==> config.mk <==
export PLATFORM = sky130hd
export DESIGN_NAME = pwr_clk_ctrl
export DESIGN_NICKNAME = d
export VERILOG_FILES = /design/src/rtl/pwr_clk_pkg.sv /design/src/rtl/pwr_regs.sv /design/src/rtl/pwr_mode_fsm.sv /design/src/rtl/pwr_gate_map.sv /design/src/rtl/pwr_clk_ctrl.sv
export SDC_FILE = /design/constraint.sdc
export NUM_CORES = 1
export LEC_CHECK = 0
export ABC_AREA = 1
export CORE_MARGIN = 2
export CORE_UTILIZATION = 55
export CTS_CLUSTER_SIZE = 25
export DETAILED_ROUTE_END_ITERATION = 12
export PLACE_DENSITY_LB_ADDON = 0.2
export SLEW_MARGIN = 5
export SYNTH_ARGS = -nofsm -noshare
export SYNTH_HDL_FRONTEND = slang
export SYNTH_SLANG_ARGS = --single-unit
==> constraint.sdc <==
create_clock -name clk -period 4 [get_ports clk]
set_input_delay 0.4 -clock clk [delete_from_list [all_inputs] [get_ports clk]]
set_output_delay 0.4 -clock clk [all_outputs]
set_load 0.02 [all_outputs]
==> src/rtl/pwr_clk_pkg.sv <==
// Shared types for the power mode clock controller.
// Encodings 0..4 match the software mode codes; PM_WAKE is internal only.
package pwr_clk_pkg;
    typedef enum logic [2:0] {
        PM_NORMAL = 3'd0,
        PM_SLOW   = 3'd1,
        PM_IDLE   = 3'd2,
        PM_STOP   = 3'd3,
        PM_DISP   = 3'd4,
        PM_WAKE   = 3'd5
    } pm_state_e;

    localparam logic [2:0] PM_MAX_CODE = 3'd4;
endpackage

==> src/rtl/pwr_regs.sv <==
// Software register file: clock mask, lock-wait count and mode request decode.
// Assumes a one-cycle write strobe; DW must be at least NPER+1 and LOCK_W wide.
module pwr_regs
    import pwr_clk_pkg::*;
#(
    parameter int NPER     = 8,
    parameter int DW       = 16,
    parameter int LOCK_W   = 16,
    parameter int LOCK_RST = 255
) (
    input  logic              clk,
    input  logic              rst_n,
    input  logic              reg_wr,
    input  logic [1:0]        reg_addr,
    input  logic [DW-1:0]     reg_wdata,
    output logic [NPER:0]     mask_q,
    output logic [LOCK_W-1:0] lock_wait_q,
    output logic              mode_req_vld,
    output pm_state_e         mode_req
);
    localparam logic [1:0] A_MODE = 2'd0;
    localparam logic [1:0] A_MASK = 2'd1;
    localparam logic [1:0] A_LOCK = 2'd2;

    // Decode a legal mode request; undefined codes never reach the FSM.
    always_comb begin
        mode_req     = pm_state_e'(reg_wdata[2:0]);
        mode_req_vld = reg_wr && (reg_addr == A_MODE) && (reg_wdata[2:0] <= PM_MAX_CODE);
    end

    // Hold the mask and the lock-wait count.
    always_ff @(posedge clk) begin
        if (!rst_n) begin
            mask_q      <= '1;
            lock_wait_q <= LOCK_W'(LOCK_RST);
        end else if (reg_wr) begin
            if (reg_addr == A_MASK) mask_q      <= reg_wdata[NPER:0];
            if (reg_addr == A_LOCK) lock_wait_q <= reg_wdata[LOCK_W-1:0];
        end
    end
endmodule

==> src/rtl/pwr_mode_fsm.sv <==
// Power mode sequencer with the post-stop lock-wait counter.
// Assumes wake, interrupt and lock inputs are synchronous to clk.
module pwr_mode_fsm
    import pwr_clk_pkg::*;
#(
    parameter int LOCK_W = 16
) (
    input  logic              clk,
    input  logic              rst_n,
    input  logic              mode_req_vld,
    input  pm_state_e         mode_req,
    input  logic              wake_any,
    input  logic              irq_pend,
    input  logic              pll_locked,
    input  logic [LOCK_W-1:0] lock_wait,
    output pm_state_e         state_q
);
    pm_state_e         state_d;
    logic [LOCK_W-1:0] cnt_q;
    logic              cnt_done;

    assign cnt_done = (cnt_q == '0);

    // Next-mode selection; exit events take priority over software requests.
    always_comb begin
        state_d = state_q;
        case (state_q)
            PM_NORMAL, PM_SLOW: if (mode_req_vld) state_d = mode_req;
            PM_IDLE: begin
                if (irq_pend)          state_d = PM_NORMAL;
                else if (mode_req_vld) state_d = mode_req;
            end
            PM_DISP: begin
                if (irq_pend || wake_any) state_d = PM_NORMAL;
                else if (mode_req_vld)    state_d = mode_req;
            end
            PM_STOP: if (wake_any) state_d = PM_WAKE;
            PM_WAKE: if (pll_locked || cnt_done) state_d = PM_NORMAL;
            default: state_d = PM_NORMAL;
        endcase
    end

    // Mode register.
    always_ff @(posedge clk) begin
        if (!rst_n) state_q <= PM_NORMAL;
        else        state_q <= state_d;
    end

    // Lock-wait counter: loaded when stop is left, counts down while waiting.
    always_ff @(posedge clk) begin
        if (!rst_n)                                cnt_q <= '0;
        else if (state_q == PM_STOP && wake_any)   cnt_q <= lock_wait;
        else if (state_q == PM_WAKE && !cnt_done)  cnt_q <= cnt_q - 1'b1;
    end
endmodule

==> src/rtl/pwr_gate_map.sv <==
// Maps the current mode to clock enables and the source select, then applies the mask.
// Purely combinational; the mask can only remove clocks.
module pwr_gate_map
    import pwr_clk_pkg::*;
#(
    parameter int NPER = 8
) (
    input  pm_state_e       state,
    input  logic [NPER:0]   mask,
    output logic            cpu_clk_en,
    output logic            lcd_clk_en,
    output logic [NPER-1:0] per_clk_en,
    output logic            sel_pll
);
    logic cpu_on, lcd_on, per_on;

    // Per-mode domain table.
    always_comb begin
        cpu_on  = 1'b0;
        lcd_on  = 1'b0;
        per_on  = 1'b0;
        sel_pll = 1'b0;
        case (state)
            PM_NORMAL: begin cpu_on = 1'b1; lcd_on = 1'b1; per_on = 1'b1; sel_pll = 1'b1; end
            PM_SLOW:   begin cpu_on = 1'b1; lcd_on = 1'b1; per_on = 1'b1; end
            PM_IDLE:   begin lcd_on = 1'b1; per_on = 1'b1; sel_pll = 1'b1; end
            PM_DISP:   begin lcd_on = 1'b1; sel_pll = 1'b1; end
            default:   ;
        endcase
    end

    assign cpu_clk_en = cpu_on;
    assign lcd_clk_en = lcd_on & mask[NPER];

    // One AND gate per peripheral domain.
    for (genvar i = 0; i < NPER; i++) begin : g_per
        assign per_clk_en[i] = per_on & mask[i];
    end
endmodule

==> src/rtl/pwr_clk_ctrl.sv <==
// Top of the power mode clock gating controller.
// Assumes all asynchronous wake sources are synchronised before reaching it.
module pwr_clk_ctrl
    import pwr_clk_pkg::*;
#(
    parameter int NPER     = 8,
    parameter int NWAKE    = 8,
    parameter int DW       = 16,
    parameter int LOCK_W   = 16,
    parameter int LOCK_RST = 255
) (
    input  logic            clk,
    input  logic            rst_n,
    input  logic            reg_wr,
    input  logic [1:0]      reg_addr,
    input  logic [DW-1:0]   reg_wdata,
    input  logic [NWAKE-1:0] wake_ext,
    input  logic            rtc_alarm,
    input  logic            irq_pend,
    input  logic            pll_locked,
    output logic            cpu_clk_en,
    output logic            lcd_clk_en,
    output logic [NPER-1:0] per_clk_en,
    output logic            sel_pll
);
    logic [NPER:0]     mask_q;
    logic [LOCK_W-1:0] lock_wait_q;
    logic              mode_req_vld;
    pm_state_e         mode_req;
    pm_state_e         state_q;
    logic              wake_any;

    assign wake_any = (|wake_ext) | rtc_alarm;

    pwr_regs #(.NPER(NPER), .DW(DW), .LOCK_W(LOCK_W), .LOCK_RST(LOCK_RST)) u_regs (
        .clk(clk), .rst_n(rst_n), .reg_wr(reg_wr), .reg_addr(reg_addr),
        .reg_wdata(reg_wdata), .mask_q(mask_q), .lock_wait_q(lock_wait_q),
        .mode_req_vld(mode_req_vld), .mode_req(mode_req)
    );

    pwr_mode_fsm #(.LOCK_W(LOCK_W)) u_fsm (
        .clk(clk), .rst_n(rst_n), .mode_req_vld(mode_req_vld), .mode_req(mode_req),
        .wake_any(wake_any), .irq_pend(irq_pend), .pll_locked(pll_locked),
        .lock_wait(lock_wait_q), .state_q(state_q)
    );

    pwr_gate_map #(.NPER(NPER)) u_map (
        .state(state_q), .mask(mask_q), .cpu_clk_en(cpu_clk_en),
        .lcd_clk_en(lcd_clk_en), .per_clk_en(per_clk_en), .sel_pll(sel_pll)
    );
endmodule

==> summary.txt, run 1 <==
Run status
  – Outcome: finished clean

Die
  – Core footprint: 4030 um2
  – Core Rows: 23
  – Die width: 68.9 um
  – Initial Util: 0.575
  – Die H: 68.9 um
  – Die Footprint: 4750 um2
  – Ports: 43

CTS
  – Cells resized by post-CTS repair: 0
  – CTS root buffer: clkbuf_8
  – TritonCTS buffer count: 5
  – Max clock buf depth: 2
  – Sink Count: 44
  – CTS tree: yes
  – CTS H-tree lvls: 2
  – # Post-CTS Setup Buffers: 0
  – Clock Pin Slew Worst Setup and Hold Paths: 0.09 ns
  – Clock latency on the worst-skew pair: 0.30 ns
  – CTS Hold Buffers Added: 0

Timing
  – Period minus WS final: 2.23 ns
  – Min Hold Slack: 0.474 ns
  – Max Slew Vio Count: 0
  – Rel. slew slack: 0.391
  – Hold Fails Final Rpt: 0
  – RSZ-0062 raised after global routing: no
  – Setup Viol. Count Final: 0
  – Fmax: 0.449 GHz
  – Setup TNS: 0 ns
  – Slew @ Worst Pin: 0.910 ns
  – Fin crit share: 0.556
  – Clock Skew: 0.00572 ns

Min path
  – WHS Path Cells: 2
  – Worst Min Path Start: u_regs.lock_wait_q[0]
  – Worst Hold End: u_regs.lock_wait_q[0]
  – Worst Hold Class: reg2reg

Global routing
  – Initial antenna violation count: 0
  – Largest net degree at the start of global routing: 22
  – Vias in the first global route: 2045
  – Overall routing resource usage: 0.254
  – GRT Residual Overflow: 0
  – Global-route wire length before repair: 8.92 mm

Placement
  – Port buffer count: 42
  – Dpl hpwl: 4.02 mm
  – Routability congestion estimate: 0.871

Finish
  – Diode count: 0
  – Most frequent cells in the layout: nand2_1 (95), nor2_1 (70), inv_1 (47)
  – Most common cell after layout, fill and taps aside: nand2_1
  – Final net count: 439
  – Layout cell share with drive strength beyond 1: 0.0493
  – Area Growth Syn to Fin: 24.7%
  – FF+latch area: 881 um2
  – Multi-input logic area: 1200 um2
  – Fill cells: 364

Critical path
  – Critical path fanouts, max: 9
  – Crit path largest cell delay: 0.63 ns
  – Cell Chain, Critical Path: nand2_1 > nand2_1 > nor2_1 > clkdlybuf4s50_1
  – R2r endpoint: u_fsm.cnt_q[10]
  – Worst reg2reg path startpoint: u_fsm.state_q[1]
  – Crit path top cell by count: nand2_1
  – Reg2Reg Depth: 9
  – Worst Setup End Kind: output port
  – Critical path's slowest cell: clkdlybuf4s50_1
  – Data required, critical path: 3.60 ns
  – Worst Setup Start Kind: flop
  – Arr. time, crit path: 1.83 ns
  – Reg2Reg Setup Slack: 2.07 ns
  – Worst Setup Path Type: reg2out

Synthesis
  – Synthesis-stage register bit count: 44
  – Mapped Cells: 364
  – Syn_nets: 398
  – Netlist cell types: 27
  – YS warnings: 0
  – Sequential fraction of the synthesis area: 0.380
  – Mapped cell area: 2320 um2
  – Syn Area/Cell: 6.37 um2

Route
  – Routed vias: 2305
  – Antenna Nets Post-Route: 0
  – DR vias/cell: 5.05
  – DR pass1 iterations: 4
  – WL/cell: 11.7 um
  – 1st-iter DRT viols: 169
  – Final Routed Wirelength: 5.32 mm
  – DRC Markers: 0

Power and ir drop
  – Maximum VDD drop: 265 uV
  – Leak: 1.41 nW
  – Cell Pwr Density: 319 nW/um2

Run
  – Max-Cap Viols: 0
[kinds of logic (layout without fill, tap and decap cells)]
| family | Yosys count | after routing | synth area share |
|---|---|---|---|
| compound gates | 51 | 51 | 0.130 |
| xor+xnor | 6 | 6 | 0.0227 |
| fa+ha+maj | 2 | 2 | 0.0108 |
| buf+inv | 61 | 103 | 0.103 |
| flops | 44 | 44 | 0.380 |
| simple gates | 200 | 200 | 0.354 |
[through the flow]
step                      instance area (um2)  utilization  total power, mW  setup WS, ns  std cells
after global placement                   2770        0.689            0.579          1.61        448
after global routing                     2890        0.717            0.960          1.63        456
final                                    2890        0.717            0.921          1.77        456
after detailed placement                 2770        0.689            0.581          1.56        448
after CTS                                2890        0.717            0.929          1.76        456
after floorplan                          2320            -            0.521          2.47        364
[critical path: cells and delay by family, from the launching register on]
kind / cells / cell delay, ns
AND/OR/NAND/NOR: 3 / 0.50
buffers and inverters: 1 / 0.63
flip-flops: 1 / 0.39
[where the power goes]
group	leakage (nW)	internal [mW]	switching, mW
Sequential	0.358	0.452	0.00671
Clock	0.0583	0.188	0.162
Combinational	0.995	0.0566	0.0554
[synth_stat cells, drive strengths merged]
cell	instances	area [um2]
dfxtp	44	881
inv	49	184
o22ai	3	18.8
ha	2	25.0
clkbuf	6	22.5
o211ai	13	97.6
nand2	96	368
nor3	3	26.3
o21ai	20	100
clkinv	2	7.51
nor2	72	275
xor2	5	43.8
o21bai	1	7.51
nand3	24	120
a21oi	13	65.1
or2	2	12.5
a21boi	1	11.3
xnor2	1	8.76
and3	1	6.26
nand4	2	12.5
buf	4	25.0
[per-layer routing]
metal / wire [um] / part of all wire / GRT usage / vias to the layer above
met3: 292 / 0.055 / 0.0584 / 6
met5: 0 / 0 / 0 / -
li1: - / - / - / 1226
met2: 2490 / 0.47 / 0.412 / 56
met4: 63 / 0.012 / 0.0809 / 0
met1: 2470 / 0.46 / 0.333 / 1017
[area by class of cell]
cell class                      instances  share of cell area
Clock buffer                            5              0.0238
Clock inverter                          3              0.0165
Inverter                               51              0.0662
Multi-Input combinational cell        259               0.416
Sequential cell                        44               0.305
Tap cell                               50              0.0216
Timing Repair Buffer                   44               0.151
[flip-flops by register name (all words and copies together) (netlist names)]
name                flops
u_fsm.state_q           3
u_regs.mask_q           9
u_regs.lock_wait_q     16
u_fsm.cnt_q            16
[how the worst max path moves through the flow]
stage                           end        startpoint  cells past startpoint  slack [ns]
floorplan           u_fsm.cnt_q[14]         rtc_alarm                      9        2.47
global placement    u_fsm.cnt_q[13]         rtc_alarm                     10        1.61
detailed placement  u_fsm.cnt_q[13]         rtc_alarm                     10        1.56
CTS                   per_clk_en[4]  u_fsm.state_q[1]                      4        1.76
global route          per_clk_en[4]  u_fsm.state_q[1]                      4        1.63
finish                per_clk_en[4]  u_fsm.state_q[1]                      4        1.77
(Power assumes the default switching activity.)
==> run 2: changes to the inputs <==
--- a/config.mk
+++ b/config.mk
@@ -7,7 +7,7 @@
 export LEC_CHECK = 0
 export ABC_AREA = 1
 export CORE_MARGIN = 2
-export CORE_UTILIZATION = 55
+export CORE_UTILIZATION = 47
 export CTS_CLUSTER_SIZE = 25
 export DETAILED_ROUTE_END_ITERATION = 12
 export PLACE_DENSITY_LB_ADDON = 0.2
==> constraint.sdc (replaced) <==
create_clock -name clk -period 2 [get_ports clk]
set_input_delay 0.2 -clock clk [delete_from_list [all_inputs] [get_ports clk]]
set_output_delay 0.2 -clock clk [all_outputs]
set_load 0.02 [all_outputs]
==> run 2 against run 1 <==
Setup slack got worse by 1.7 ns. Design area is 1.6% higher. Critical path depth is the same. Clock skew is essentially flat. Global-route usage down 3.7 points. Power grew 81%.
==> summary.txt, run 2 (synthesis results as in run 1) <==
Run status
  – Outcome: finished clean

Critical path
  – Worst Setup End Kind: output port
  – Critical path fanouts, max: 9
  – Data required, critical path: 1.80 ns
  – Worst Setup Path Type: reg2out
  – Arr. time, crit path: 1.70 ns
  – Worst Setup Start Kind: flop

Route
  – 1st-iter DRT viols: 192
  – Routed vias: 2295
  – Final Routed Wirelength: 5.34 mm
  – DRC Markers: 0
  – WL/cell: 11.2 um
  – DR vias/cell: 4.80
  – DR pass1 iterations: 4
  – Antenna Nets Post-Route: 0

CTS
  – CTS H-tree lvls: 2
  – CTS root buffer: clkbuf_8
  – Sink Count: 44
  – Cells resized by post-CTS repair: 1
  – Clock Pin Slew Worst Setup and Hold Paths: 0.08 ns
  – Max clock buf depth: 2
  – TritonCTS buffer count: 5
  – # Post-CTS Setup Buffers: 0
  – CTS tree: yes
  – CTS Hold Buffers Added: 0
  – Clock latency on the worst-skew pair: 0.30 ns

Die
  – Die Footprint: 5510 um2
  – Initial Util: 0.488
  – Ports: 43
  – Core Rows: 25
  – Die H: 74.2 um
  – Core footprint: 4750 um2
  – Die width: 74.2 um

Finish
  – Layout cell share with drive strength beyond 1: 0.0608
  – Most frequent cells in the layout: nand2_1 (94), nor2_1 (70), inv_1 (47)
  – Final net count: 445
  – Fill cells: 459
  – Diode count: 0
  – Finished Core Util: 0.617
  – Area Growth Syn to Fin: 26.6%
  – Most common cell after layout, fill and taps aside: nand2_1
  – Biggest regs: u_fsm.cnt_q (16), u_regs.lock_wait_q (16), u_regs.mask_q (9)

Timing
  – Fin worst setup slack: 0.0975 ns
  – RSZ-0062 raised after global routing: no
  – Max Slew Vio Count: 0
  – Clock Skew: 0.00556 ns
  – Fin crit share: 0.951
  – Rel. slew slack: 0.669
  – Period minus WS final: 1.90 ns
  – Setup Viol. Count Final: 0
  – Fmax: 0.526 GHz
  – Slew @ Worst Pin: 0.493 ns
  – Hold Fails Final Rpt: 0

Power and ir drop
  – Maximum VDD drop: 510 uV
  – PnR Total Power: 1.67 mW
  – Leak: 1.43 nW
  – Cell Pwr Density: 569 nW/um2

Global routing
  – GRT Residual Overflow: 0
  – Largest net degree at the start of global routing: 18
  – Global-route wire length before repair: 9.29 mm
  – Initial antenna violation count: 0
  – Overall routing resource usage: 0.217
  – Vias in the first global route: 2145

Placement
  – Port buffer count: 42
  – Routability congestion estimate: 0.881
  – Dpl hpwl: 4.07 mm
  – Place WS: -0.0798 ns

Run
  – Max-Cap Viols: 0

Min path
  – Worst Hold Class: reg2reg
run 2: layout make-up:
type	instances	area [um2]	area share
multi-input cells	259	1210	0.411
inverters	51	191	0.0652
clock buffers	6	72.6	0.0247
well taps	67	83.8	0.0286
flip-flops and latches	44	881	0.300
repair buffers	50	495	0.169
clock inverters	1	5.00	0.00171
run 2: final timing paths:
| kind | startpoint | endpoint | slack (ns) | cells after the start |
|---|---|---|---|---|
| setup reg to reg | u_fsm.cnt_q[0] | u_fsm.cnt_q[11] | 0.27 | 12 |
| setup / recovery | u_fsm.state_q[1] | per_clk_en[6] | 0.1 | 4 |
| hold reg to reg | u_regs.lock_wait_q[0] | u_regs.lock_wait_q[0] | 0.46 | 2 |
| hold / removal | u_regs.lock_wait_q[0] | u_regs.lock_wait_q[0] | 0.46 | 2 |
run 2: critical path, cell delays in order (launching register included):
cell             delay, ns
dfxtp_1               0.38
nand2_1               0.15
nand2_2               0.15
nor2_1                0.12
clkdlybuf4s50_1       0.61
run 2: metrics by stage:
step / TNS (ns) / instance area (um2) / std cells / hold slack, ns
5_1_grt: 0 / 2940 / 478 / 0.488
2_1_floorplan: 0 / 2320 / 364 / 0.326
6_report: 0 / 2940 / 478 / 0.462
4_1_cts: 0 / 2920 / 478 / 0.463
3_5_place_dp: -0.133 / 2840 / 471 / 0.443
3_3_place_gp: 0 / 2840 / 471 / 0.442
run 2: routing by layer:
metal  up-vias  GRT usage  wire length (um)
met5         -          0                 0
met3         6     0.0434               217
met2        42      0.356              2360
met4         0     0.0734                70
met1      1006      0.286              2690
li1       1241          -                 -
run 2: where the power goes:
part	switching [mW]	internal [mW]	total [mW]
Combinational	0.111	0.114	0.225
Clock	0.291	0.238	0.529
Sequential	0.0133	0.904	0.917
